$ cat src/rtl/vtg_pkg.sv
package vtg_pkg;
  typedef enum logic [1:0] {
    PH_ACT  = 2'd0,
    PH_FP   = 2'd1,
    PH_SYNC = 2'd2,
    PH_BP   = 2'd3
  } vtg_phase_e;
endpackage

$ cat src/rtl/vtg_cfg_reg.sv
module vtg_cfg_reg #(
  parameter int LINE_W  = 10,
  parameter int SYNC_W  = 6,
  parameter int PORCH_W = 8,
  localparam int CFG_W  = LINE_W + SYNC_W + 2 * PORCH_W
) (
  input  logic               clk_i,
  input  logic               rst_ni,
  input  logic               load_i,
  input  logic [CFG_W-1:0]   word_i,
  input  logic               mode_i,
  output logic [LINE_W-1:0]  lpp_o,
  output logic [SYNC_W-1:0]  vsw_o,
  output logic [PORCH_W-1:0] fp_o,
  output logic [PORCH_W-1:0] bp_o,
  output logic               mode_o
);
  localparam int SYNC_LSB = LINE_W;
  localparam int FP_LSB   = SYNC_LSB + SYNC_W;
  localparam int BP_LSB   = FP_LSB + PORCH_W;

  always_ff @(posedge clk_i or negedge rst_ni) begin
    if (!rst_ni) begin
      lpp_o  <= '0;
      vsw_o  <= '0;
      fp_o   <= '0;
      bp_o   <= '0;
      mode_o <= 1'b0;
    end else if (load_i) begin
      lpp_o  <= word_i[LINE_W-1:0];
      vsw_o  <= word_i[SYNC_LSB +: SYNC_W];
      fp_o   <= word_i[FP_LSB +: PORCH_W];
      bp_o   <= word_i[BP_LSB +: PORCH_W];
      mode_o <= mode_i;
    end
  end
endmodule

$ cat src/rtl/vtg_seq.sv
module vtg_seq
  import vtg_pkg::*;
#(
  parameter int LINE_W  = 10,
  parameter int SYNC_W  = 6,
  parameter int PORCH_W = 8,
  localparam int CNT_W  = (LINE_W >= PORCH_W)
                          ? ((LINE_W >= SYNC_W) ? LINE_W : SYNC_W)
                          : ((PORCH_W >= SYNC_W) ? PORCH_W : SYNC_W)
) (
  input  logic               clk_i,
  input  logic               rst_ni,
  input  logic               line_en_i,
  input  logic [LINE_W-1:0]  lpp_i,
  input  logic [SYNC_W-1:0]  vsw_i,
  input  logic [PORCH_W-1:0] fp_i,
  input  logic [PORCH_W-1:0] bp_i,
  output vtg_phase_e         phase_o,
  output logic [CNT_W-1:0]   cnt_o,
  output logic               wrap_o
);
  vtg_phase_e       phase_q, phase_d;
  logic [CNT_W-1:0] cnt_q, cnt_d, cnt_inc;

  assign cnt_inc = cnt_q + CNT_W'(1);

  always_comb begin
    phase_d = phase_q;
    cnt_d   = cnt_q;
    wrap_o  = 1'b0;
    if (line_en_i) begin
      unique case (phase_q)
        PH_ACT: begin
          if (cnt_q == CNT_W'(lpp_i)) begin
            cnt_d   = '0;
            phase_d = (fp_i != '0) ? PH_FP : PH_SYNC;
          end else cnt_d = cnt_inc;
        end
        PH_FP: begin
          if (cnt_inc == CNT_W'(fp_i)) begin
            cnt_d   = '0;
            phase_d = PH_SYNC;
          end else cnt_d = cnt_inc;
        end
        PH_SYNC: begin
          if (cnt_q == CNT_W'(vsw_i)) begin
            cnt_d = '0;
            if (bp_i != '0) phase_d = PH_BP;
            else begin
              phase_d = PH_ACT;
              wrap_o  = 1'b1;
            end
          end else cnt_d = cnt_inc;
        end
        PH_BP: begin
          if (cnt_inc == CNT_W'(bp_i)) begin
            cnt_d   = '0;
            phase_d = PH_ACT;
            wrap_o  = 1'b1;
          end else cnt_d = cnt_inc;
        end
        default: ;
      endcase
    end
  end

  always_ff @(posedge clk_i or negedge rst_ni) begin
    if (!rst_ni) begin
      phase_q <= PH_ACT;
      cnt_q   <= '0;
    end else begin
      phase_q <= phase_d;
      cnt_q   <= cnt_d;
    end
  end

  assign phase_o = phase_q;
  assign cnt_o   = cnt_q;

  a_r7_hold_without_enable: assert property (@(posedge clk_i) disable iff (!rst_ni)
    !line_en_i |=> $stable(phase_q) && $stable(cnt_q));
  a_r1_active_bound: assert property (@(posedge clk_i) disable iff (!rst_ni)
    phase_q == PH_ACT |-> cnt_q <= CNT_W'(lpp_i));
  a_r2_sync_bound: assert property (@(posedge clk_i) disable iff (!rst_ni)
    phase_q == PH_SYNC |-> cnt_q <= CNT_W'(vsw_i));
  a_r5_fp_leads_to_sync: assert property (@(posedge clk_i) disable iff (!rst_ni)
    phase_q == PH_FP |=> phase_q inside {PH_FP, PH_SYNC});
  a_r5_bp_leads_to_active: assert property (@(posedge clk_i) disable iff (!rst_ni)
    phase_q == PH_BP |=> phase_q inside {PH_BP, PH_ACT});
endmodule

$ cat src/rtl/vtg_vertical_timing.sv
module vtg_vertical_timing
  import vtg_pkg::*;
#(
  parameter int LINE_W  = 10,
  parameter int SYNC_W  = 6,
  parameter int PORCH_W = 8,
  localparam int CFG_W  = LINE_W + SYNC_W + 2 * PORCH_W,
  localparam int CNT_W  = (LINE_W >= PORCH_W)
                          ? ((LINE_W >= SYNC_W) ? LINE_W : SYNC_W)
                          : ((PORCH_W >= SYNC_W) ? PORCH_W : SYNC_W)
) (
  input  logic              clk_i,
  input  logic              rst_ni,
  input  logic              line_en_i,
  input  logic              panel_active_i,
  input  logic [CFG_W-1:0]  timing_cfg_i,
  output logic              vsync_o,
  output logic              line_active_o,
  output logic [LINE_W-1:0] line_idx_o,
  output logic              frame_start_o
);
  logic [LINE_W-1:0]  lpp;
  logic [SYNC_W-1:0]  vsw;
  logic [PORCH_W-1:0] fp, bp;
  logic               mode_q, wrap;
  vtg_phase_e         phase;
  logic [CNT_W-1:0]   cnt;

  vtg_cfg_reg #(.LINE_W(LINE_W), .SYNC_W(SYNC_W), .PORCH_W(PORCH_W)) u_cfg (
    .clk_i  (clk_i),
    .rst_ni (rst_ni),
    .load_i (wrap),
    .word_i (timing_cfg_i),
    .mode_i (panel_active_i),
    .lpp_o  (lpp),
    .vsw_o  (vsw),
    .fp_o   (fp),
    .bp_o   (bp),
    .mode_o (mode_q)
  );

  vtg_seq #(.LINE_W(LINE_W), .SYNC_W(SYNC_W), .PORCH_W(PORCH_W)) u_seq (
    .clk_i     (clk_i),
    .rst_ni    (rst_ni),
    .line_en_i (line_en_i),
    .lpp_i     (lpp),
    .vsw_i     (vsw),
    .fp_i      (fp),
    .bp_i      (bp),
    .phase_o   (phase),
    .cnt_o     (cnt),
    .wrap_o    (wrap)
  );

  // reset lands on line 0 of a frame, so the pulse starts high
  always_ff @(posedge clk_i or negedge rst_ni) begin
    if (!rst_ni) frame_start_o <= 1'b1;
    else         frame_start_o <= wrap;
  end

  assign line_active_o = (phase == PH_ACT);
  assign line_idx_o    = line_active_o ? cnt[LINE_W-1:0] : '0;
  assign vsync_o       = mode_q && (phase == PH_SYNC);

  a_r6_passive_no_sync: assert property (@(posedge clk_i) disable iff (!rst_ni)
    !mode_q |-> !vsync_o);
  a_r10_single_cycle: assert property (@(posedge clk_i) disable iff (!rst_ni)
    frame_start_o |=> !frame_start_o);
  a_r10_on_first_line: assert property (@(posedge clk_i) disable iff (!rst_ni)
    frame_start_o |-> line_active_o && line_idx_o == '0);
endmodule

$ cat config.mk
export PLATFORM = sky130hd
export DESIGN_NAME = vtg_vertical_timing
export DESIGN_NICKNAME = d
export VERILOG_FILES = /design/src/rtl/vtg_pkg.sv /design/src/rtl/vtg_cfg_reg.sv /design/src/rtl/vtg_seq.sv /design/src/rtl/vtg_vertical_timing.sv
export SDC_FILE = /design/constraint.sdc
export NUM_CORES = 1
export LEC_CHECK = 0
export ABC_AREA = 1
export CORE_MARGIN = 1.5
export CORE_UTILIZATION = 48
export CTS_CLUSTER_DIAMETER = 80
export DETAILED_ROUTE_END_ITERATION = 10
export GPL_TIMING_DRIVEN = 0
export PLACE_DENSITY_LB_ADDON = 0.12
export SYNTH_ARGS = -nofsm -noshare
export SYNTH_HDL_FRONTEND = slang
export SYNTH_SLANG_ARGS = --single-unit
$ cat constraint.sdc
create_clock -name clk_i -period 2 [get_ports clk_i]
set_input_delay 0.2 -clock clk_i [delete_from_list [all_inputs] [get_ports clk_i]]
set_output_delay 0.2 -clock clk_i [all_outputs]
set_load 0.1 [all_outputs]
==> reports/qor.csv, run 1 <==
stage,metric,value,unit
outcome,status,"complete, but fails checks",
outcome,failing checks,setup timing,
worst_setup_path,Worst setup EP type,register,
synth,Mapped Cells,408,
synth,asr flop ratio synth,100,%
die,Starting Density,50.8,%
job,Max Cap Viol,0,
power,power density cells,1330,nW/µm²
detailed_routing,final WL,7990,µm
synth,top-area cell type share of the netlist area,39.3,%
timing,slew at the pin with the worst max-slew slack,0.958,ns
synth,most common cell in the netlist,nand2_1,
placement,DP Worst Slack,-0.328,ns
power,Comb pwr share,56.0,%
worst_setup_path,CP Launch Type,register,
synth,"area leader, netlist",dfrtp_1,
placement,GP Congestion,0.917,
detailed_routing,initial drt markers,178,
power,switch share,47.9,%
worst_setup_path,crit-path max cell delay,0.49,ns
synth,ys flop type,dfrtp_1,
placement,Area after DPL,3540,µm²
synth,Yosys reg bits,46,
cells_and_area,area grow syn2layout,42.9,%
placement,I/O Buffers,48,
power,cell-internal power,2.85,mW
global_route,largest net degree at the start of global routing,34,
cts,TritonCTS buffer count,5,
global_route,initial antenna violation count,0,
worst_setup_path,"Max stage delay cell, worst path",dfrtp_2,
synth,sequential-to-total area share from yosys stat,40.2,%
synth,syn_nets,445,
worst_setup_path,CP required,2.21,ns
detailed_routing,DR WL/cell,14.4,µm
die,Die ar.,6440,µm²
die,Die Span Y,80.3,µm
cts,root buffer cell,clkbuf_8,
die,chip width,80.3,µm
worst_setup_path,Setup CP Type,reg2reg,
worst_setup_path,crit-path max FO,8,
worst_setup_path,RR Endpoint,u_cfg.bp_o[4],
timing,hold_ws,0.321,ns
synth,Post-synth EDFFs,0,
power,power consumption,5.46,mW
global_route,total track usage,27.1,%
power,maximum vdd drop,0.000824,V
cells_and_area,Finished Layout Cells,556,
timing,setup TNS,-2.46,ns
detailed_routing,routed vias/inst,5.28,
worst_setup_path,Reg2Reg Setup Slack,-0.1,ns
detailed_routing,TritonRoute pass-1 iters,4,
die,Cell Rows,27,
cells_and_area,post-route cell area,4100,µm²
cts,clk_lat worst skew,0.31,ns
cells_and_area,Final Net Count,520,
detailed_routing,Antenna Nets Post-Route,0,
power,power share of the clock group,13.2,%
worst_hold_path,Worst Hold Class,in2async,
timing,setup ws final,-0.0997,ns
worst_setup_path,crit-path leading delay family,simple AND/OR/NAND/NOR gates,
global_route,number of global-route vias before repair,2766,
synth,ranking of synthesized cells by area,"dfrtp_1 39%, nand2_1 19%, nand3_1 9.6%, nor2_1 5.9%, inv_1 3.7%",
die,IO Count,49,
die,core area,5640,µm²
timing,Final setup viols,41,
global_route,gr ovfl total,0,
timing,Final min period,2.10,ns
synth,unique cell type count in the Yosys netlist,30,
timing,RSZ-0062 raised after global routing,true,
cts,Sink Count,46,
synth,most instantiated cells after synthesis,"148 x nand2_1, 55 x nand3_1, 45 x dfrtp_1, 45 x nor2_1, 28 x inv_1",
synth,Post-Synthesis Cell Area,2870,µm²
timing,Pins Over Slew Limit,0,
cells_and_area,share of layout cells above drive strength 1,30.6,%
cells_and_area,diode count,0,
power,Lkg Pwr,1.97,nW
cts,Clock Path Buffers,2,
cts,H-tree level count,2,
worst_setup_path,CP cell instances,nor4_4 -> nand4_1 -> nor2_2 -> nand2_1 -> or2_1 -> nand2_4 -> nand2_8 -> clkbuf_16 -> nand2_1 -> nand2_1,
timing,Final Cycle Share,105,%
worst_setup_path,Worst Path Buf+Inv,1,
placement,placed cells,529,
cells_and_area,Finished Core Util,72.6,%
timing,Setup Skew,0.00325,ns
cts,CTS tree,done,
worst_setup_path,Crit Reg-Reg Startpoint,u_seq.cnt_o[6],
timing,worst rel slew slack,36.4,%
timing,Final Hold Fails,0,
worst_setup_path,cell repeated most along the worst path,nand2_1,
synth,Ys Warns,0,
placement,DP HPWL,5770,µm
timing,FMAX,476,MHz
power,Reg power frac,30.7,%
power,Psw,2.62,mW
synth,"Avg Cell Area, Syn",7.03,µm²
cts,clk slew on worst S/H paths,0.09,ns
detailed_routing,drt drc,0,
detailed_routing,via count,2938,
worst_setup_path,worst reg-to-reg path cell count,10,
worst_setup_path,CP Data Arrival Time,2.31,ns
global_route,first-pass GRT wire length,13200,µm
==> layout make-up <==
class                           instances  area (µm²)
Inverter                               31         116
Tap cell                               72        90.1
Buffer                                 19         155
Clock buffer                            5        68.8
Timing Repair Buffer                   68         643
Fill cell                             461        1550
Sequential cell                        46        1150
Multi-Input combinational cell        312        1820
Clock inverter                          3        43.8
==> flip-flops by register name (all words and copies together) (netlist names) <==
name           cells
u_cfg.lpp_o       10
u_seq.cnt_o       10
u_cfg.bp_o         8
u_cfg.fp_o         8
u_cfg.vsw_o        6
u_seq.phase_o      2
frame_start_o      1
u_cfg.mode_o       1
==> cells in the final DEF (no fill, tap or decap), types with 2 or more instances in the layout <==
cell type        netlist  final
clkbuf_4               0     10
nor2_1                45     29
xor2_1                 6      6
a21oi_2                0      2
nand3b_1               7      7
nand3_2                1      5
a21oi_1                8      6
nand2_1              148    101
clkbuf_1               6      5
inv_2                  3      5
buf_6                  4     10
nand3_1               55     49
dfrtp_1               45     44
nor4_1                 3      2
buf_4                  6     17
nand2_4                2      5
nand2_2                3     46
xnor2_1               11      8
nor2_2                 2      5
clkbuf_8               0      6
o22ai_1                2      2
xnor2_2                0      3
inv_1                 28     26
nand3_4                0      2
nand4_1                8      8
nor2_4                 2     15
o21ai_1                0      2
buf_2                  3      3
clkdlybuf4s50_1        0     34
==> worst max path at each step <==
stage / from / cells after the start / to
2_1_floorplan: u_seq.phase_o[0] / 3 / vsync_o
3_3_place_gp: rst_ni / 1 / u_cfg.fp_o[7]
3_5_place_dp: u_seq.phase_o[1] / 5 / line_idx_o[0]
5_1_grt: u_seq.cnt_o[1] / 15 / u_cfg.bp_o[6]
6_report: u_seq.cnt_o[6] / 10 / u_cfg.bp_o[4]
4_1_cts: u_seq.cnt_o[1] / 15 / u_cfg.mode_o
==> per-layer routing <==
| layer | up-vias | track usage, % | wire, µm |
|---|---|---|---|
| met1 | 1391 | 36.7 | 3550 |
| met4 | 0 | 11.4 | 201 |
| li1 | 1442 | - | - |
| met5 | - | 0 | 0 |
| met3 | 18 | 4.09 | 423 |
| met2 | 87 | 43.0 | 3810 |
==> repair_timing <==
item | 4_1_cts | 5_1_grt
gates cloned | 2 | 1
setup endpoints to repair | 55 | 54
gates resized for setup | 89 | 69
hold buffers | 1 | 0
pin swaps | 5 | 18
setup buffers | 10 | 6
endpoints found under the hold margin | 12 | 0
==> power by group through the flow <==
stage / combinational, mW / sequential (mW) / clock, mW
finish: 3.06 / 1.68 / 0.721
global route: 3.35 / 1.73 / 0.761
CTS: 2.74 / 1.62 / 0.733
detailed placement: 2.52 / 1.60 / 0
global placement: 2.47 / 1.60 / 0
floorplan: 1.97 / 1.51 / 0
==> cell families after synthesis <==
| logic type | synth area share, % |
|---|---|
| compound gates | 2.92 |
| xor+xnor | 5.19 |
| fa+ha+maj | 0.436 |
| buf+inv | 8.51 |
| flops | 40.2 |
| simple gates | 42.7 |
No activity file was read; power rests on OpenSTA's default activity.
==> run 2: changes to the inputs <==
Settings changed: CORE_UTILIZATION 48 to 38, SKIP_LAST_GASP set to 1, SYNTH_HIERARCHICAL set to 1.
==> run 2 against run 1 <==
Against the previous run: the flow still finishes with violations (setup timing); clock power decreased by 3.2%; first-iteration DRC count grew 21%; die area up 28%; sequential share of layout area shrank 1.2 points; clock-buffer cell count rose by 1; routed wire length rose by 3.6%; critical path depth up 7; final cell count increased by 8.1%; worst setup slack worse by 0.18 ns; largest cell class unchanged.
==> reports/qor.csv, run 2 <==
stage,metric,value,unit,change
global_route,first-pass GRT wire length,13700,µm,was 13200 µm
synth,Synth Area in Simple Gates,42.1,%,was 42.7%
placement,I/O Buffers,47,,was 48
worst_setup_path,CP required,2.20,ns,was 2.21 ns
synth,Post-synth EDFFs,0,,unchanged
cells_and_area,area grow syn2layout,46.7,%,was 42.9%
detailed_routing,via count,2949,,was 2938
cts,root buffer cell,clkbuf_8,,unchanged
synth,Post-Synthesis Cell Area,2920,µm²,was 2870 µm²
worst_setup_path,Reg2Reg Setup Slack,-0.28,ns,was -0.1 ns
cells_and_area,share of layout cells above drive strength 1,35.7,%,was 30.6%
synth,mux contribution to synthesized area,0,%,unchanged
detailed_routing,routed vias/inst,4.91,,was 5.28
timing,RSZ-0062 raised after global routing,true,,unchanged
cts,clk slew on worst S/H paths,0.09,ns,about the same
power,power consumption,4.61,mW,was 5.46 mW
cells_and_area,diode count,0,,unchanged
detailed_routing,Antenna Nets Post-Route,0,,unchanged
die,Die ar.,8230,µm²,was 6440 µm²
timing,setup TNS,-10.02,ns,was -2.46 ns
power,Psw,2.23,mW,was 2.62 mW
cts,Clock Path Buffers,2,,unchanged
timing,Final min period,2.28,ns,was 2.10 ns
synth,sequential-to-total area share from yosys stat,39.4,%,was 40.2%
power,Reg power frac,25.6,%,was 30.7%
power,maximum vdd drop,0.000413,V,was 0.000824 V
detailed_routing,TritonRoute pass-1 iters,5,,was 4
synth,top-area cell type share of the netlist area,38.5,%,was 39.3%
timing,Final Cycle Share,114,%,was 105%
synth,"Avg Cell Area, Syn",7.05,µm²,was 7.03 µm²
synth,"area leader, netlist",dfrtp_1,,unchanged
synth,Mapped Cells,415,,was 408
placement,placed cells,562,,was 529
power,Lkg Pwr,2.03,nW,was 1.97 nW
timing,Final Hold Fails,0,,unchanged
die,chip width,90.7,µm,was 80.3 µm
cts,H-tree level count,2,,unchanged
worst_setup_path,Crit Reg-Reg Startpoint,u_seq/cnt_o[0],,was u_seq.cnt_o[6]
timing,FMAX,439,MHz,was 476 MHz
synth,asr flop ratio synth,100,%,unchanged
synth,syn_nets,452,,was 445
worst_hold_path,Worst Hold Class,in2reg,,was in2async
outcome,status,"complete, but fails checks",,unchanged
global_route,total track usage,20.8,%,was 27.1%
worst_hold_path,worst hold start,line_en_i,,
outcome,failing checks,setup timing,,unchanged
worst_setup_path,Setup CP Type,reg2reg,,unchanged
timing,Final setup viols,43,,was 41
synth,ranking of synthesized cells by area,"dfrtp_1 39%, nand2_1 21%, nand3_1 6.5%, inv_1 5.1%, nand2_2 4.1%",,"was dfrtp_1 39%, nand2_1 19%, nand3_1 9.6%, nor2_1 5.9%, inv_1 3.7%"
synth,ys flop type,dfrtp_1,,unchanged
timing,hold_ws,0.319,ns,was 0.321 ns
worst_setup_path,CP Data Arrival Time,2.47,ns,was 2.31 ns
placement,DP HPWL,5460,µm,was 5770 µm
global_route,initial antenna violation count,0,,unchanged
worst_setup_path,Worst setup EP type,register,,unchanged
synth,Ys Warns,6,,was 0
cts,CTS tree,done,,unchanged
timing,worst rel slew slack,36.9,%,was 36.4%
worst_hold_path,Hold Path End,u_seq/cnt_o[3],,
power,power share of the clock group,15.1,%,was 13.2%
synth,unique cell type count in the Yosys netlist,30,,unchanged
global_route,gr ovfl total,0,,unchanged
power,power density cells,1080,nW/µm²,was 1330 nW/µm²
synth,most instantiated cells after synthesis,"161 x nand2_1, 45 x dfrtp_1, 40 x inv_1, 38 x nand3_1, 27 x nor2_1",,"was 148 x nand2_1, 55 x nand3_1, 45 x dfrtp_1, 45 x nor2_1, 28 x inv_1"
timing,Pins Over Slew Limit,0,,unchanged
die,Starting Density,39.9,%,was 50.8%
synth,largest family of logic cells by synthesized area,simple AND/OR/NAND/NOR gates,,unchanged
die,IO Count,49,,unchanged
detailed_routing,drt drc,0,,unchanged
worst_setup_path,RR Endpoint,u_cfg/lpp_o[4],,was u_cfg.bp_o[4]
worst_setup_path,CP Launch Type,register,,unchanged
global_route,number of global-route vias before repair,2873,,was 2766
cells_and_area,"commonest cells after routing, fill and taps aside","125 x nand2_1, 48 x nand2_2, 42 x dfrtp_1",,"was 101 x nand2_1, 49 x nand3_1, 46 x nand2_2"
detailed_routing,final WL,8280,µm,was 7990 µm
synth,Synth Area in Compound Gates,3.77,%,was 2.92%
cts,Sink Count,46,,unchanged
die,Cell Rows,31,,was 27
timing,slew at the pin with the worst max-slew slack,0.951,ns,was 0.958 ns
power,cell-internal power,2.38,mW,was 2.85 mW
synth,Yosys reg bits,46,,unchanged
detailed_routing,initial drt markers,216,,was 178
die,core area,7330,µm²,was 5640 µm²
cts,TritonCTS buffer count,5,,unchanged
placement,GP Congestion,0.900,,was 0.917
power,switch share,48.4,%,was 47.9%
worst_hold_path,hold depth,3,,
global_route,largest net degree at the start of global routing,31,,was 34
synth,most common cell in the netlist,nand2_1,,unchanged
timing,setup ws final,-0.277,ns,was -0.0997 ns
job,Max Cap Viol,0,,unchanged
cells_and_area,"most common cell after layout, fill and taps aside",nand2_1,,unchanged
synth,post-synthesis xor/xnor area fraction,3.89,%,was 5.19%
worst_setup_path,crit-path max FO,7,,was 8
cells_and_area,Final Net Count,538,,was 520
cells_and_area,Finished Layout Cells,601,,was 556
power,Comb pwr share,59.2,%,was 56.0%
detailed_routing,DR WL/cell,13.8,µm,was 14.4 µm
worst_setup_path,worst reg-to-reg path cell count,17,,was 10
timing,Setup Skew,0.00481,ns,was 0.00325 ns
cts,clk_lat worst skew,0.30,ns,was 0.31 ns
die,Die Span Y,90.7,µm,was 80.3 µm
synth,adder-cell area share of the yosys netlist,0.428,%,was 0.436%
placement,DP Worst Slack,-0.291,ns,was -0.328 ns
## run 2: changes by cell type after synthesis, sizes merged, moves of 6 or more
cell / change
nand2: +27
nor2: -10
inv: +14
o21ai: +10
nand3: -17
nand3b: -7
or2: +6
## run 2: cell type report
cell class,instances,area [µm²]
fillers,656,3040
multi-input cells,309,1740
flip-flops and latches,46,1160
repair buffers,78,801
inverters,46,190
plain buffers,15,165
well taps,99,124
clock buffers,6,72.6
clock inverters,2,37.5
## run 2: layer usage
metal	GRT usage, %	wire [µm]	up-vias	share of wire, %
met2	35.8	4020	116	49
met4	6.48	197	0	2.4
li1	-	-	1456	-
met5	0	0	-	0
met1	26.5	3650	1360	44
met3	3.11	402	17	4.9
## run 2: how the worst max path moves through the flow
stage	slack [ns]	startpoint	end
global placement	-0.80	rst_ni	u_seq/cnt_o[1]
detailed placement	-0.29	u_seq/cnt_o[1]	u_cfg/lpp_o[4]
finish	-0.28	u_seq/cnt_o[0]	u_cfg/lpp_o[4]
global route	-0.47	u_seq/cnt_o[0]	u_cfg/lpp_o[4]
floorplan	0.03	u_seq/cnt_o[1]	u_cfg/bp_o[1]
CTS	-0.24	u_seq/phase_o[0]	line_idx_o[6]
## run 2: kinds of logic after synthesis
group,after synthesis
DFF,46
and+or+nand+nor,275
xor gates and xnor gates,13
buffers and inverters,61
AOI/OAI and AO/OA,19
adders and majority gates,1
## run 2: power by group through the flow
stage               clock [mW]  sequential [mW]  combinational [mW]
global route             0.756             1.20                2.90
global placement             0             1.20                2.11
floorplan                    0             1.16                1.66
finish                   0.698             1.18                2.73
CTS                      0.721             1.17                2.45
detailed placement           0             1.21                2.14
## run 2: what timing repair did
| item | 4_1_cts | 5_1_grt |
|---|---|---|
| cloned | 5 | 0 |
| gates resized for setup | 92 | 60 |
| hold buffers | 1 | 0 |
| buffers inserted | 17 | 9 |
| endpoints found under the setup margin | 56 | 52 |
| pin swaps | 28 | 27 |
| hold endpoints to repair | 15 | 0 |
## run 2: metrics by stage
stage               area (µm²)  utilization [%]
floorplan                 2950                -
global placement          3540             48.3
detailed placement        3560             48.5
CTS                       4130             56.3
global route              4290             58.5
finish                    4290             58.5
## run 2: critical path, stage by stage, from the launching register on
cell and delay [ns]:
dfrtp_1 0.44, ha_4 0.22, nand2_8 0.09, nor2_4 0.12, nand2_1 0.07, nand2_1 0.09, nand2_2 0.08, inv_2 0.07
nand2_4 0.06, nor2_4 0.11, nand4_1 0.09, a21oi_2 0.19, buf_6 0.14, buf_12 0.11, inv_12 0.05, buf_8 0.13
nand2_2 0.05, nand2_2 0.05
==> run 3: changes to the inputs <==
Settings changed: CTS_CLUSTER_DIAMETER 80 to 200, DONT_BUFFER_PORTS set to 1.
==> run 3 against run 2 <==
Against the previous run: the flow still finishes with violations (setup timing); worst hold slack worse by 0.32 ns; maximum frequency up 4.7%; first-iteration DRC count fell by 24%; register-to-register slack improved by 0.10 ns; sequential power is essentially flat; combinational power is 3% lower; largest power group unchanged.
==> reports/qor.csv, run 3 (synthesis gave the netlist of run 2 again) <==
stage,metric,value,unit,change
die,Starting Density,39.9,%,unchanged
timing,Final Hold Fails,0,,unchanged
worst_setup_path,Crit Reg-Reg Startpoint,u_seq/cnt_o[0],,unchanged
worst_setup_path,crit path from,u_seq/cnt_o[0],,unchanged
global_route,initial antenna violation count,0,,unchanged
cells_and_area,diode count,0,,unchanged
global_route,largest net degree at the start of global routing,47,,was 31
detailed_routing,drt drc,0,,unchanged
cts,H-tree level count,2,,unchanged
power,power density cells,1200,nW/µm²,was 1080 nW/µm²
die,core area,7330,µm²,unchanged
cells_and_area,share of layout cells above drive strength 1,30.4,%,was 35.7%
placement,GP Congestion,0.908,,was 0.900
timing,FMAX,460,MHz,was 439 MHz
global_route,number of global-route vias before repair,2551,,was 2873
detailed_routing,final WL,7890,µm,was 8280 µm
timing,setup ws final,-0.175,ns,was -0.277 ns
global_route,gr ovfl total,0,,unchanged
worst_setup_path,CP required,2.20,ns,about the same
die,Die ar.,8230,µm²,unchanged
timing,Final setup viols,43,,unchanged
die,IO Count,49,,unchanged
worst_setup_path,crit-path max FO,10,,was 7
cells_and_area,Final Net Count,496,,was 538
cells_and_area,"commonest cells after routing, fill and taps aside","140 x nand2_1, 43 x dfrtp_1, 38 x inv_1",,"was 125 x nand2_1, 48 x nand2_2, 42 x dfrtp_1"
power,Lkg Pwr,1.80,nW,was 2.03 nW
worst_setup_path,Setup CP Type,reg2reg,,unchanged
worst_setup_path,Worst setup EP type,register,,unchanged
die,chip width,90.7,µm,unchanged
timing,Final min period,2.18,ns,was 2.28 ns
die,Cell Rows,31,,unchanged
detailed_routing,TritonRoute pass-1 iters,4,,was 5
worst_setup_path,CP Data Arrival Time,2.37,ns,was 2.47 ns
cells_and_area,post-route cell area,3790,µm²,was 4290 µm²
placement,DP HPWL,5400,µm,was 5460 µm
timing,Pins Over Slew Limit,0,,unchanged
outcome,status,"complete, but fails checks",,unchanged
detailed_routing,routed vias/inst,4.89,,was 4.91
cts,TritonCTS buffer count,5,,unchanged
cells_and_area,area grow syn2layout,29.5,%,was 46.7%
timing,slew at the pin with the worst max-slew slack,1.05,ns,was 0.951 ns
cells_and_area,"most common cell after layout, fill and taps aside",nand2_1,,unchanged
cells_and_area,Finished Core Util,51.7,%,was 58.5%
cts,Sink Count,46,,unchanged
timing,RSZ-0062 raised after global routing,true,,unchanged
cts,root buffer cell,clkbuf_8,,unchanged
cts,CTS tree,done,,unchanged
placement,Area after DPL,3080,µm²,was 3560 µm²
cells_and_area,fill count,738,,was 656
power,maximum vdd drop,0.000472,V,was 0.000413 V
timing,Setup Skew,0.0102,ns,was 0.00481 ns
detailed_routing,Antenna Nets Post-Route,0,,unchanged
worst_hold_path,Worst Hold Class,in2reg,,unchanged
die,Die Span Y,90.7,µm,unchanged
cts,Clock Path Buffers,2,,unchanged
worst_hold_path,worst hold start,panel_active_i,,was line_en_i
job,Max Cap Viol,0,,unchanged
cts,clk slew on worst S/H paths,0.09,ns,about the same
placement,I/O Buffers,0,,was 47
global_route,total track usage,19.8,%,was 20.8%
timing,worst rel slew slack,29.8,%,was 36.9%
timing,Final Cycle Share,109,%,was 114%
cts,clk_lat worst skew,0.31,ns,was 0.30 ns
outcome,failing checks,setup timing,,unchanged
detailed_routing,initial drt markers,165,,was 216
timing,setup TNS,-6.29,ns,was -10.02 ns
worst_setup_path,CP Launch Type,register,,unchanged
global_route,first-pass GRT wire length,13000,µm,was 13700 µm
detailed_routing,DR WL/cell,14.1,µm,was 13.8 µm
detailed_routing,via count,2731,,was 2949
==> run 3: area by class of cell <==
| type | instances | area [µm²] | area share (%) |
|---|---|---|---|
| multi-input combinational | 309 | 1720 | 45.5 |
| timing repair buffer | 36 | 347 | 9.15 |
| tap | 99 | 124 | 3.27 |
| clock buffer | 6 | 72.6 | 1.92 |
| sequential | 46 | 1150 | 30.5 |
| buffer | 15 | 143 | 3.77 |
| inverter | 46 | 185 | 4.89 |
| clock inverter | 2 | 37.5 | 0.991 |
==> run 3: stage by stage <==
stage          hold WS [ns]  cells  worst slack [ns]  total power [mW]
2_1_floorplan       -0.0956    415            0.0279              2.82
5_1_grt             0.00257    559            -0.421              4.79
3_3_place_gp        -0.0942    514            -0.294              3.10
3_5_place_dp        -0.0939    514            -0.306              3.12
6_report            0.00407    559            -0.175              4.53
4_1_cts            0.000352    547            -0.173              4.31
==> run 3: worst max-delay path, cell delays in order (launching register included) <==
cell and delay, ns:
dfrtp_1 0.43, buf_6 0.18, nand3_1 0.12, nor2_1 0.17
nand2_1 0.12, nand3_1 0.10, nand2_1 0.09, nor2_4 0.09
nand4_1 0.11, a21oi_2 0.18, buf_6 0.18, inv_8 0.06
buf_12 0.14, nand2_2 0.05, nand2_1 0.05
==> run 3: final timing paths <==
path,to,slack [ns],depth (start not counted)
hold reg to reg,u_cfg/mode_o,0.50,2
min in group asynchronous,u_cfg/lpp_o[1],0.39,2
setup reg to reg,u_cfg/bp_o[3],-0.18,14
setup / recovery,u_cfg/bp_o[3],-0.18,14
hold / removal,u_cfg/mode_o,0.004,2
max in group asynchronous,frame_start_o,1.34,2
==> run 3: report_power, final <==
part	total (mW)	internal (mW)	switching [mW]	leakage, nW
Sequential	1.18	1.03	0.144	0.593
Combinational	2.65	0.876	1.77	1.15
Clock	0.710	0.373	0.336	0.0514
==> run 3: per-layer routing <==
layer	wire length [µm]	track usage, %
met5	0	0
met3	446	3.45
met4	102	6.61
met2	3820	32.1
met1	3520	26.7
==> run 3: what timing repair did <==
action / 4_1_cts / 5_1_grt
hold endpoints to repair: 50 / 2
hold buffers: 6 / 2
setup endpoints to repair: 52 / 54
gates resized for setup: 53 / 28
gates cloned: 2 / 0
setup buffers: 17 / 11
pin swaps: 16 / 21
